## src/rtl/scl_gen_pkg.sv

```systemverilog
package scl_gen_pkg;

    typedef enum logic [1:0] {
        PH_IDLE = 2'd0,
        PH_LOW  = 2'd1,
        PH_HIGH = 2'd2
    } phase_e;

endpackage

```

## src/rtl/scl_sync.sv

```systemverilog
module scl_sync #(
    parameter int STAGES = 2
) (
    input  logic clk,
    input  logic rst_n,
    input  logic din,
    output logic dout
);
    logic [STAGES-1:0] sync_d, sync_q;

    for (genvar g = 0; g < STAGES; g++) begin : g_stage
        if (g == 0) begin : g_first
            assign sync_d[g] = din;
        end else begin : g_next
            assign sync_d[g] = sync_q[g-1];
        end
    end

    always_ff @(posedge clk or negedge rst_n) begin
        if (!rst_n) sync_q <= '1;
        else        sync_q <= sync_d;
    end

    assign dout = sync_q[STAGES-1];
endmodule

```

## src/rtl/scl_prescaler.sv

```systemverilog
module scl_prescaler #(
    parameter int PSC_W = 8
) (
    input  logic             clk,
    input  logic             rst_n,
    input  logic             clr,
    input  logic             hold,
    input  logic [PSC_W-1:0] div,
    output logic             tick
);
    logic [PSC_W-1:0] cnt_d, cnt_q;

    assign tick = (cnt_q >= div);

    always_comb begin
        cnt_d = cnt_q;
        if (clr)        cnt_d = '0;
        else if (hold)  cnt_d = cnt_q;
        else if (tick)  cnt_d = '0;
        else            cnt_d = cnt_q + 1'b1;
    end

    always_ff @(posedge clk or negedge rst_n) begin
        if (!rst_n) cnt_q <= '0;
        else        cnt_q <= cnt_d;
    end

    AST_TICK_SPACING: assert property (@(posedge clk) disable iff (!rst_n)
        (tick && !clr && !hold && div != '0) |=> (!tick || div == '0));
endmodule

```

## src/rtl/scl_timing_gen.sv

```systemverilog
module scl_timing_gen
    import scl_gen_pkg::*;
#(
    parameter int PSC_W       = 8,
    parameter int CNT_W       = 8,
    parameter int OFFSET      = 6,
    parameter int SYNC_STAGES = 2
) (
    input  logic               clk,
    input  logic               rst_n,
    input  logic               enable,
    input  logic [PSC_W-1:0]   prescale,
    input  logic [2*CNT_W-1:0] low_cfg,
    input  logic [2*CNT_W-1:0] high_cfg,
    input  logic               hs_enable,
    input  logic               hs_phase,
    input  logic               run,
    input  logic               scl_in,
    output logic               scl_drive_low,
    output logic               fall_stb,
    output logic               rise_stb,
    output logic               scl_held
);
    localparam int CW = CNT_W + 1;
    localparam logic [CW-1:0] LOAD_ADJ = CW'(OFFSET - 1);

    typedef struct packed {
        phase_e        ph;
        logic [CW-1:0] cnt;
        logic          hs;
        logic          fall;
        logic          rise;
    } gen_state_t;

    localparam gen_state_t RESET_STATE = '{ph: PH_IDLE, cnt: '0, hs: 1'b0,
                                           fall: 1'b0, rise: 1'b0};

    gen_state_t r_d, r_q;
    logic       scl_seen;
    logic       tick;
    logic       held;
    logic       step;
    logic       hs_now;

    function automatic logic [CW-1:0] load_count(input logic [2*CNT_W-1:0] cfg,
                                                 input logic hs);
        if (hs) return {1'b0, cfg[2*CNT_W-1:CNT_W]} + LOAD_ADJ;
        else    return {1'b0, cfg[CNT_W-1:0]} + LOAD_ADJ;
    endfunction

    scl_sync #(.STAGES(SYNC_STAGES)) u_sync (
        .clk   (clk),
        .rst_n (rst_n),
        .din   (scl_in),
        .dout  (scl_seen)
    );

    assign held   = enable && (r_q.ph == PH_HIGH) && !scl_seen;
    assign hs_now = hs_enable && hs_phase;

    scl_prescaler #(.PSC_W(PSC_W)) u_psc (
        .clk   (clk),
        .rst_n (rst_n),
        .clr   (!enable || (r_q.ph == PH_IDLE) || r_q.hs),
        .hold  (held),
        .div   (prescale),
        .tick  (tick)
    );

    assign step = (r_q.hs || tick) && !held;

    always_comb begin
        r_d      = r_q;
        r_d.fall = 1'b0;
        r_d.rise = 1'b0;
        unique case (r_q.ph)
            PH_IDLE: begin
                if (run) begin
                    r_d.ph   = PH_LOW;
                    r_d.hs   = hs_now;
                    r_d.cnt  = load_count(low_cfg, hs_now);
                    r_d.fall = 1'b1;
                end
            end
            PH_LOW: begin
                if (step) begin
                    if (r_q.cnt == '0) begin
                        r_d.ph   = PH_HIGH;
                        r_d.hs   = hs_now;
                        r_d.cnt  = load_count(high_cfg, hs_now);
                        r_d.rise = 1'b1;
                    end else begin
                        r_d.cnt = r_q.cnt - 1'b1;
                    end
                end
            end
            PH_HIGH: begin
                if (step) begin
                    if (r_q.cnt != '0) begin
                        r_d.cnt = r_q.cnt - 1'b1;
                    end else if (run) begin
                        r_d.ph   = PH_LOW;
                        r_d.hs   = hs_now;
                        r_d.cnt  = load_count(low_cfg, hs_now);
                        r_d.fall = 1'b1;
                    end else begin
                        r_d.ph  = PH_IDLE;
                        r_d.hs  = 1'b0;
                        r_d.cnt = '0;
                    end
                end
            end
            default: r_d = RESET_STATE;
        endcase
        if (!enable) r_d = RESET_STATE;
    end

    always_ff @(posedge clk or negedge rst_n) begin
        if (!rst_n) r_q <= RESET_STATE;
        else        r_q <= r_d;
    end

    assign scl_drive_low = (r_q.ph == PH_LOW);
    assign fall_stb      = r_q.fall;
    assign rise_stb      = r_q.rise;
    assign scl_held      = held;

    AST_STROBES_APART: assert property (@(posedge clk) disable iff (!rst_n)
        !(fall_stb && rise_stb));
    AST_FALL_WITH_LOW: assert property (@(posedge clk) disable iff (!rst_n)
        fall_stb |-> scl_drive_low);
    AST_RISE_RELEASED: assert property (@(posedge clk) disable iff (!rst_n)
        rise_stb |-> !scl_drive_low);
    AST_HOLD_FREEZES: assert property (@(posedge clk) disable iff (!rst_n)
        scl_held |=> $stable(r_q.cnt));
    AST_DISABLE_CLEARS: assert property (@(posedge clk) disable iff (!rst_n)
        !enable |=> (!scl_drive_low && !fall_stb && !rise_stb));
    AST_LOW_NOT_SHORT: assert property (@(posedge clk) disable iff (!rst_n)
        (fall_stb && enable) |=> scl_drive_low);
endmodule

```

## config.mk

```make
export PLATFORM = sky130hd
export DESIGN_NAME = scl_timing_gen
export DESIGN_NICKNAME = d
export VERILOG_FILES = /design/src/rtl/scl_gen_pkg.sv /design/src/rtl/scl_sync.sv /design/src/rtl/scl_prescaler.sv /design/src/rtl/scl_timing_gen.sv
export SDC_FILE = /design/constraint.sdc
export NUM_CORES = 1
export LEC_CHECK = 0
export ABC_CLOCK_PERIOD_IN_PS = 2800
export CORE_MARGIN = 5
export CORE_UTILIZATION = 41
export DETAILED_ROUTE_END_ITERATION = 7
export DONT_BUFFER_PORTS = 1
export GPL_TIMING_DRIVEN = 0
export PLACE_DENSITY = 0.56
export SYNTH_ARGS = -nofsm -noshare
export SYNTH_HDL_FRONTEND = slang
export SYNTH_SLANG_ARGS = --single-unit
```

## constraint.sdc

```tcl
create_clock -name clk -period 2.8 [get_ports clk]
set_clock_uncertainty 0.2 [all_clocks]
set_input_delay 0.42 -clock clk [delete_from_list [all_inputs] [get_ports clk]]
set_output_delay 0.42 -clock clk [all_outputs]
set_load 0.005 [all_outputs]
```

# Word-level counts from Yosys, hierarchy flattened
# Index checks and enable logic that the tools add are counted.
op_classes:
  n_addsub: 6
  mul: 0
  div_mod_pow: 0
  magnitude_cmp: 1
  eq_ne: 8
  shift: 0
  mux: 22
  bitwise: 0
  n_reduce_logical: 15
ops:
  columns: ["cell", "count"]
  rows:
  - ["adder 8 x 3 -> 9 bit, second input constant", 4]
  - ["two-way mux 9 bit", 4]
  - ["case mux 12 bit (3 select lines)", 1]
  - ["two-way mux 13 bit", 2]
  - ["two-way mux 8 bit", 3]
  - ["two-way mux 14 bit", 1]
  - ["two-way mux 12 bit", 1]
  - ["two-way mux 11 bit", 1]
  - ["zero test 9 bit", 1]
  - ["inequality test 3 bit, second input constant", 3]
  - ["nonzero test 9 bit", 1]
  - ["subtractor 9 x 1 -> 9 bit, second input constant", 1]
  - ["adder 8 x 1 -> 8 bit, second input constant", 1]
  - [">= comparator 8 bit", 1]
  - ["two-way mux 2 bit", 3]
  - ["inequality test 3 x 2 -> 1 bit, second input constant", 2]
  - ["two-way mux 1 bit", 5]
  - ["AND reduction 5 bit", 1]
  - ["logical AND 1 bit", 4]
  - ["zero test 1 bit", 3]
  - ["logical OR 1 bit", 3]
  - ["AND reduction 3 bit", 1]
  - ["== test 2 x 1 -> 1 bit, second input constant", 1]
  - ["== test 2 bit, second input constant", 1]
  - ["other kinds (3)", 3]
totals:
  ff_bits: 24
  latchBits: 0
  mem_bits_rw: 0
  rom_bits: 0
  wordCells: 59
  n_memories: 0

# Logic depth before layout (Yosys ltp)
# Gate-level depths: netlist (run 1).
depth:
  depth_word: 8
  depth_mapped: 13

# Cells and area by module
# Synthesis (run 1) repeated with hierarchy kept, for this count alone.
unflattened:
  hier_cells: 318
  hier_area_um2: 2675.1
modules_own_cells:
  columns: ["module", "instances", "cells_each", "area_per_inst_um2"]
  rows:
  - ["scl_timing_gen", 1, 245, 1908.1]
  - ["scl_prescaler", 1, 71, 714.4]
  - ["scl_sync", 1, 2, 52.6]

# Worst setup path after synthesis (run 1)
# Ideal clock, no wire load.
synth_timing:
  path_kind: "in2reg"
  from: "input port hs_enable"
  to: "register r_q[7] (netlist name)"
  setup_time_ps: 121
  arrival_time_ps: 2339
  setup_slack_ps: 140
  path_stages: 12
  n_path_buf: 2
  cell_sequence: "nand2_1 -> buf_2 -> buf_1 -> nand2_1 -> nand2_1 -> ha_1 -> o21ai_0 -> xnor2_1 -> o21ai_0 -> o21ai_0 -> a211o_1 -> a22o_1"
synth_via:
  elab_chain_cells: 7
  word_cells_on_any_way: 11
synth_rtl:
  columns: ["item", "line_no", "text"]
  rows:
  - ["from (decl)", "scl_timing_gen.sv:15", "input logic hs_enable,"]
  - ["logical AND 1 bit *", "scl_timing_gen.sv:59", "assign hs_now = hs_enable && hs_phase;"]
  - ["two-way mux 9 bit", "scl_timing_gen.sv:47", "if (hs) return {1'b0, cfg[2*CNT_W-1:CNT_W]} + LOAD_ADJ;"]
  - ["two-way mux 11 bit", "scl_timing_gen.sv:101", "end else if (run) begin"]
  - ["two-way mux 9 bit", "scl_timing_gen.sv:99", "if (r_q.cnt != '0) begin"]
  - ["two-way mux 13 bit", "scl_timing_gen.sv:98", "if (step) begin"]
  - ["case mux 12 bit (3 select lines) *", "scl_timing_gen.sv:76", "unique case (r_q.ph)"]
  - ["two-way mux 14 bit *", "scl_timing_gen.sv:115", "if (!enable) r_d = RESET_STATE;"]
  - ["to (signal assigned)", "scl_timing_gen.sv:120", "else r_q <= r_d;"]
  - ["to (decl)", "scl_timing_gen.sv:38", "gen_state_t r_d, r_q;"]
# Every way passes the cells marked *; elsewhere a longest branch is shown, timed or not. The select of a mux whose other input is x is not followed.
# A chain may end at the register's enable or synchronous reset.

# Worst setup path in the final report (run 1)
layout_timing:
  from: "register r_q[3] (netlist name)"
  to: "register r_q[11] (netlist name)"
layout_via:
  elab_chain_cells: 5
  word_cells_on_any_way: 9
layout_rtl:
  columns: ["item", "line_no"]
  rows:
  - ["subtractor 9 x 1 -> 9 bit (tied with other cells)", "scl_timing_gen.sv:93, scl_timing_gen.sv:100"]
  - ["two-way mux 9 bit (on tied branches)", "scl_timing_gen.sv:99, scl_timing_gen.sv:87"]
  - ["two-way mux 13 bit / two-way mux 12 bit (equally long branches)", "scl_timing_gen.sv:98, scl_timing_gen.sv:86"]
  - ["case mux 12 bit (3 select lines) *", "scl_timing_gen.sv:76"]
  - ["two-way mux 14 bit *", "scl_timing_gen.sv:115"]
# Marked as above.

==> results.py, run 1 <==
metrics = {
    "worst_setup_path": {
        "worstSetupEndpointType": "flip-flop",
        "crit_slowest_cell": "nor3b_1",
        "r2r_slack_ns": 0.21,
        "crit_chain": "inv_1 -> ha_1 -> nor3b_1 -> and2_1 -> o21ai_0 -> a21oi_1 -> nor3_1 -> a211o_1 -> a22o_1",
        "start_kind": "flip-flop",
        "path_class": "reg2reg",
        "critPathMaxStageDelay_ns": 0.53,
        "crit_buf_inv": 1,
        "critical-path-top-delay-family": "simple AND/OR/NAND/NOR gates",
        "arrival_ns": 2.56,
        "worstPathRequired_ns": 2.77,
        "path_max_fanout": 6,
    },
    "logic_synthesis": {
        "synth_edf_count": 0,
        "synthCells": 302,
        "avgSynthCellArea_um2": 7.72,
        "ys_seq_elements": 24,
        "async_reset_ff_share_pct": 100,
        "syn-num-nets": 362,
        "syn_area_um2": 2330,
        "yosys_most_used_dff": "dfrtp_1",
        "yosysWarningCount": 0,
        "synth_cell_type_count": 59,
        "synth-seq-area-share_pct": 25.9,
    },
    "clock_network": {
        "clkSinkCount": 24,
        "htreeDepth": 1,
        "clockBufferDepth": 2,
        "cts_tree": "built",
        "clock_latency_ns": 0.27,
        "clk_pin_slew_ns": 0.09,
        "cts_buffers": 3,
        "cts-root-buf": "clkbuf_8",
    },
    "timing": {
        "hold_viol": 0,
        "final.min_clock_period_ns": 2.59,
        "setup_violations": 0,
        "timing.hold.ws_ns": 0.162,
        "worstMarginPinSlew_ns": 0.615,
        "tns_ns": 0,
        "maxSlewViolCount": 0,
        "relSlewSlack_pct": 58.9,
        "fmax_mhz": 385,
        "post-route-period-util_pct": 92.6,
        "rsz0062_at_grt": "false",
    },
    "drt": {
        "vias": 2281,
        "postRouteAntennaNets": 0,
        "via_per_inst": 5.99,
        "first_pass_iters": 6,
        "drt_first_iter_violations": 131,
        "route.detailed.wl_per_inst_um": 17.0,
        "drc": 0,
        "routed_wl_mm": 6.49,
    },
    "placement": {
        "postPlaceCellArea_um2": 2420,
        "dpl.hpwl_mm": 5.09,
        "portBuffers": 0,
        "finalWeightedCongestion": 0.834,
    },
    "power_and_ir_drop": {
        "switching_share_pct": 38.4,
        "vdd.ir_drop.worst_mv": 0.177,
        "internal-power_uw": 702,
        "powerDensity_nw_per_um2": 444,
        "p_leak_uw": 0.00112,
        "total_switching_power_uw": 439,
        "clockPowerShare_pct": 21.0,
        "sequentialPowerShare_pct": 35.3,
        "pwr-share-comb_pct": 43.7,
    },
    "grt": {
        "grt_start_max_net_pins": 25,
        "grt_pass1_wl_mm": 10.6,
        "antenna_found_initial": 0,
        "grt.overflow.total": 0,
        "track_usage_pct": 17.8,
        "grt_pass1_vias": 2162,
    },
    "cells_and_area": {
        "design_area_um2": 2570,
        "finalNetCount": 370,
        "drive_above_1_share_pct": 8.41,
        "multi_input_area_um2": 1660,
        "layout_commonest_cell": "nand2_1",
        "num_antenna_cells": 0,
        "fillCellCount": 562,
        "final_cell_mix": "43 x nand2_1, 22 x dfrtp_1, 20 x a21oi_1",
        "regArea_um2": 603,
        "area_growth_pct": 10.1,
    },
    "floorplanning": {
        "core-area_um2": 5510,
        "start_util_pct": 42.4,
        "ioPinCount": 51,
        "die_w_um": 85.4,
        "dieArea_um2": 7300,
        "die_h_um": 85.4,
        "rows": 27,
    },
    "flow_run": {
        "drv_cap": 0,
    },
    "run_status": {
        "status": "completed",
    },
    "hold_path": {
        "hp-class": "reg2reg",
    },
}
==> worst paths after layout <==
path | depth (start not counted) | startpoint | endpoint
max | 9 | r_q[3] | r_q[11]
min | 0 | u_sync.sync_q[0] | u_sync.sync_q[1]
max reg2reg | 9 | r_q[3] | r_q[11]
min reg2reg | 0 | u_sync.sync_q[0] | u_sync.sync_q[1]
max in group asynchronous | 2 | rst_n | u_sync.sync_q[1]
min in group asynchronous | 2 | rst_n | u_psc.cnt_q[2]
==> power groups by stage <==
stage	Combinational, uW	Sequential [uW]	Clock (uW)
detailed placement	459	406	0
global placement	458	406	0
floorplan	364	398	0
global route	553	407	266
finish	498	403	240
CTS	477	401	247
==> metrics by stage <==
| step | cells | util (%) | setup slack, ns | total power, uW |
|---|---|---|---|---|
| 3_3_place_gp | 374 | 44.0 | -0.332 | 864 |
| 5_1_grt | 381 | 46.6 | 0.0216 | 1230 |
| 4_1_cts | 381 | 45.9 | 0.000637 | 1130 |
| 3_5_place_dp | 374 | 44.0 | -0.348 | 865 |
| 2_1_floorplan | 302 | - | 0.140 | 763 |
| 6_report | 381 | 46.6 | 0.206 | 1140 |
==> timing repair <==
action | CTS | global route
setup endpoints to repair | 9 | 14
hold buffers | 3 | 0
gates cloned | 0 | 0
setup buffers | 0 | 0
resized for setup | 2 | 12
hold endpoints to repair | 25 | 0
==> registers in the layout, indices dropped and copies added (netlist names) <==
signal,cells
fall_stb,1
r_q,12
rise_stb,1
u_psc.cnt_q,8
u_sync.sync_q,2
==> cells in the mapped netlist (all sizes together) (8+ instances only) <==
master,number,area [um2]
ha,13,163
nor2,20,77.6
nand2,43,161
dfrtp,22,551
inv,14,52.6
a21oi,20,100
xor2,13,114
mux2i,8,80.1
o21ai,24,120
nand3,10,50.1
==> per-layer routing <==
metal,global-route usage [%],vias up,part of all wire [%]
li1,-,1130,-
met1,24.0,1059,48
met2,28.2,79,44
met3,3.88,13,5.3
met4,5.32,0,1.8
met5,0,-,0
==> cell families (layout without fill, tap and decap cells) <==
group	after synthesis	in the layout	synth area share, %
AO/OA/AOI/OAI	93	93	26.1
XOR/XNOR	20	20	7.51
adder cells (fa/ha/maj)	13	13	6.97
buffers and inverters	28	35	4.94
flip-flops	24	24	25.9
multiplexers	8	8	3.43
AND/OR/NAND/NOR	116	116	25.2
==> final cells by class <==
cell class / instances / share of cell area [%]
Inverter: 15 / 2.19
Clock buffer: 4 / 2.14
Multi-Input combinational cell: 250 / 64.6
Timing Repair Buffer: 3 / 1.56
Sequential cell: 24 / 23.5
Tap cell: 72 / 3.51
Buffer: 13 / 2.53
==> worst reg2reg max path: stages, from the launching register on <==
cell     delay, ns
dfrtp_1       0.45
inv_1         0.11
ha_1          0.18
nor3b_1       0.53
and2_1        0.28
o21ai_0       0.09
a21oi_1       0.15
nor3_1        0.06
a211o_1       0.26
a22o_1        0.19
No activity file was read; power rests on OpenSTA's default activity.
==> run 2: changes to the inputs <==
Settings changed: CORE_UTILIZATION 41 to 63, PLACE_DENSITY 0.56 to 0.8.
==> results.py, run 2 (same netlist as run 1, synthesis figures left out) <==
metrics = {
    "run_status": {
        "status": "completed",
    },
    "flow_run": {
        "drv_cap": 0,
    },
    "power_and_ir_drop": {
        "powerDensity_nw_per_um2": 473,
        "p_leak_uw": 0.00111,
        "vdd.ir_drop.worst_mv": 0.241,
        "totalPowerFinal_uw": 1190,
    },
    "worst_setup_path": {
        "worstSetupEndpointType": "flip-flop",
        "worstPathRequired_ns": 2.80,
        "arrival_ns": 2.64,
        "path_max_fanout": 7,
        "start_kind": "flip-flop",
        "path_class": "reg2reg",
    },
    "clock_network": {
        "clock_latency_ns": 0.27,
        "clockBufferDepth": 2,
        "cts_tree": "built",
        "clk_pin_slew_ns": 0.09,
        "cts-root-buf": "clkbuf_8",
        "clkSinkCount": 24,
        "cts_buffers": 3,
        "htreeDepth": 1,
    },
    "grt": {
        "grt_pass1_vias": 2191,
        "grt_pass1_wl_mm": 10.3,
        "antenna_found_initial": 0,
        "grt_start_max_net_pins": 25,
        "track_usage_pct": 25.1,
        "grt.overflow.total": 0,
    },
    "cells_and_area": {
        "drive_above_1_share_pct": 8.44,
        "multi_input_area_um2": 1650,
        "reg_top3": "r_q: 12 flops, u_psc.cnt_q: 8 flops, u_sync.sync_q: 2 flops",
        "final_cell_mix": "43 x nand2_1, 22 x dfrtp_1, 20 x a21oi_1",
        "num_antenna_cells": 0,
        "layout_commonest_cell": "nand2_1",
        "regArea_um2": 603,
        "largest_register_ffs": 12,
        "area_growth_pct": 8.21,
        "fillCellCount": 317,
        "design_area_um2": 2520,
        "finalNetCount": 369,
        "largest-register": "r_q",
    },
    "drt": {
        "vias": 2305,
        "route.detailed.wl_per_inst_um": 17.3,
        "postRouteAntennaNets": 0,
        "drt_first_iter_violations": 305,
        "first_pass_iters": 5,
        "via_per_inst": 6.47,
        "routed_wl_mm": 6.17,
        "drc": 0,
    },
    "floorplanning": {
        "die_h_um": 70.8,
        "core-area_um2": 3630,
        "ioPinCount": 51,
        "rows": 22,
        "start_util_pct": 64.2,
        "dieArea_um2": 5020,
        "die_w_um": 70.8,
    },
    "timing": {
        "timing.hold.ws_ns": 0.161,
        "worstMarginPinSlew_ns": 1.06,
        "final.min_clock_period_ns": 2.65,
        "relSlewSlack_pct": 29.4,
        "setup_ws_ns": 0.154,
        "fmax_mhz": 378,
        "post-route-period-util_pct": 94.5,
        "maxSlewViolCount": 0,
        "hold_viol": 0,
        "setup_violations": 0,
    },
    "hold_path": {
        "hp-class": "reg2reg",
    },
    "placement": {
        "dpl.hpwl_mm": 4.72,
        "portBuffers": 0,
        "postPlaceCellArea_um2": 2390,
        "preCtsSetupSlack_ns": -0.262,
        "finalWeightedCongestion": 0.887,
    },
}
## run 2: cell types whose count changed in the layout (fill, tap and decap cells not counted), sizes merged
cell,delta
clkbuf,-3
buf,+1
bufinv,+1
## run 2: per-layer routing
metal  vias to the layer above  global-route usage [%]  wire length [um]
met2                       109                    38.7              2830
met5                         -                       0                 0
li1                       1126                       -                 -
met4                         0                    5.43                42
met3                         4                    7.53               588
met1                      1066                    35.0              2710
## run 2: report_power, final
group / switching [uW] / leakage [uW] / internal, uW
logic: 286 / 0.000755 / 199
registers: 33.2 / 0.000321 / 369
clock network: 114 / 0.0000357 / 191
## run 2: worst max-delay path, stage by stage, from the launching register on
cell,delay [ns]
dfrtp_1,0.42
inv_1,0.06
ha_1,0.26
o21ai_0,0.27
a221oi_2,0.16
or4b_1,0.52
buf_2,0.18
nor2_2,0.23
a31oi_1,0.12
a31oi_1,0.15
## run 2: layout make-up
| cell class | instances | area share [%] |
|---|---|---|
| well taps | 48 | 2.38 |
| clock buffers | 3 | 1.64 |
| multi-input cells | 250 | 65.5 |
| flip-flops and latches | 24 | 23.9 |
| plain buffers | 13 | 2.38 |
| clock inverters | 1 | 1.19 |
| inverters | 15 | 2.23 |
| repair buffers | 2 | 0.793 |
## run 2: per-stage QoR
step                      instances   TNS, ns  utilization [%]
after floorplan                 302         0                -
after global placement          350    -0.559             65.8
after detailed placement        350    -0.581             65.8
after CTS                       356         0             68.6
after global routing            356  -0.00422             69.5
final                           356         0             69.5
## run 2: final timing paths
check | cells after the start | slack, ns | to | start
max | 9 | 0.15 | u_psc.cnt_q[6] | u_psc.cnt_q[0]
min | 0 | 0.16 | u_sync.sync_q[1] | u_sync.sync_q[0]
max reg2reg | 9 | 0.15 | u_psc.cnt_q[6] | u_psc.cnt_q[0]
min reg2reg | 0 | 0.16 | u_sync.sync_q[1] | u_sync.sync_q[0]
max in group asynchronous | 1 | 1.18 | r_q[5] | rst_n
min in group asynchronous | 1 | 0.58 | u_psc.cnt_q[5] | rst_n
## run 2: repair_timing
item | CTS | global route
endpoints found under the setup margin | 2 | 12
gates resized for setup | 2 | 9
hold buffers | 2 | 0
buffers inserted | 0 | 0
cloned | 0 | 0
endpoints found under the hold margin | 25 | 0
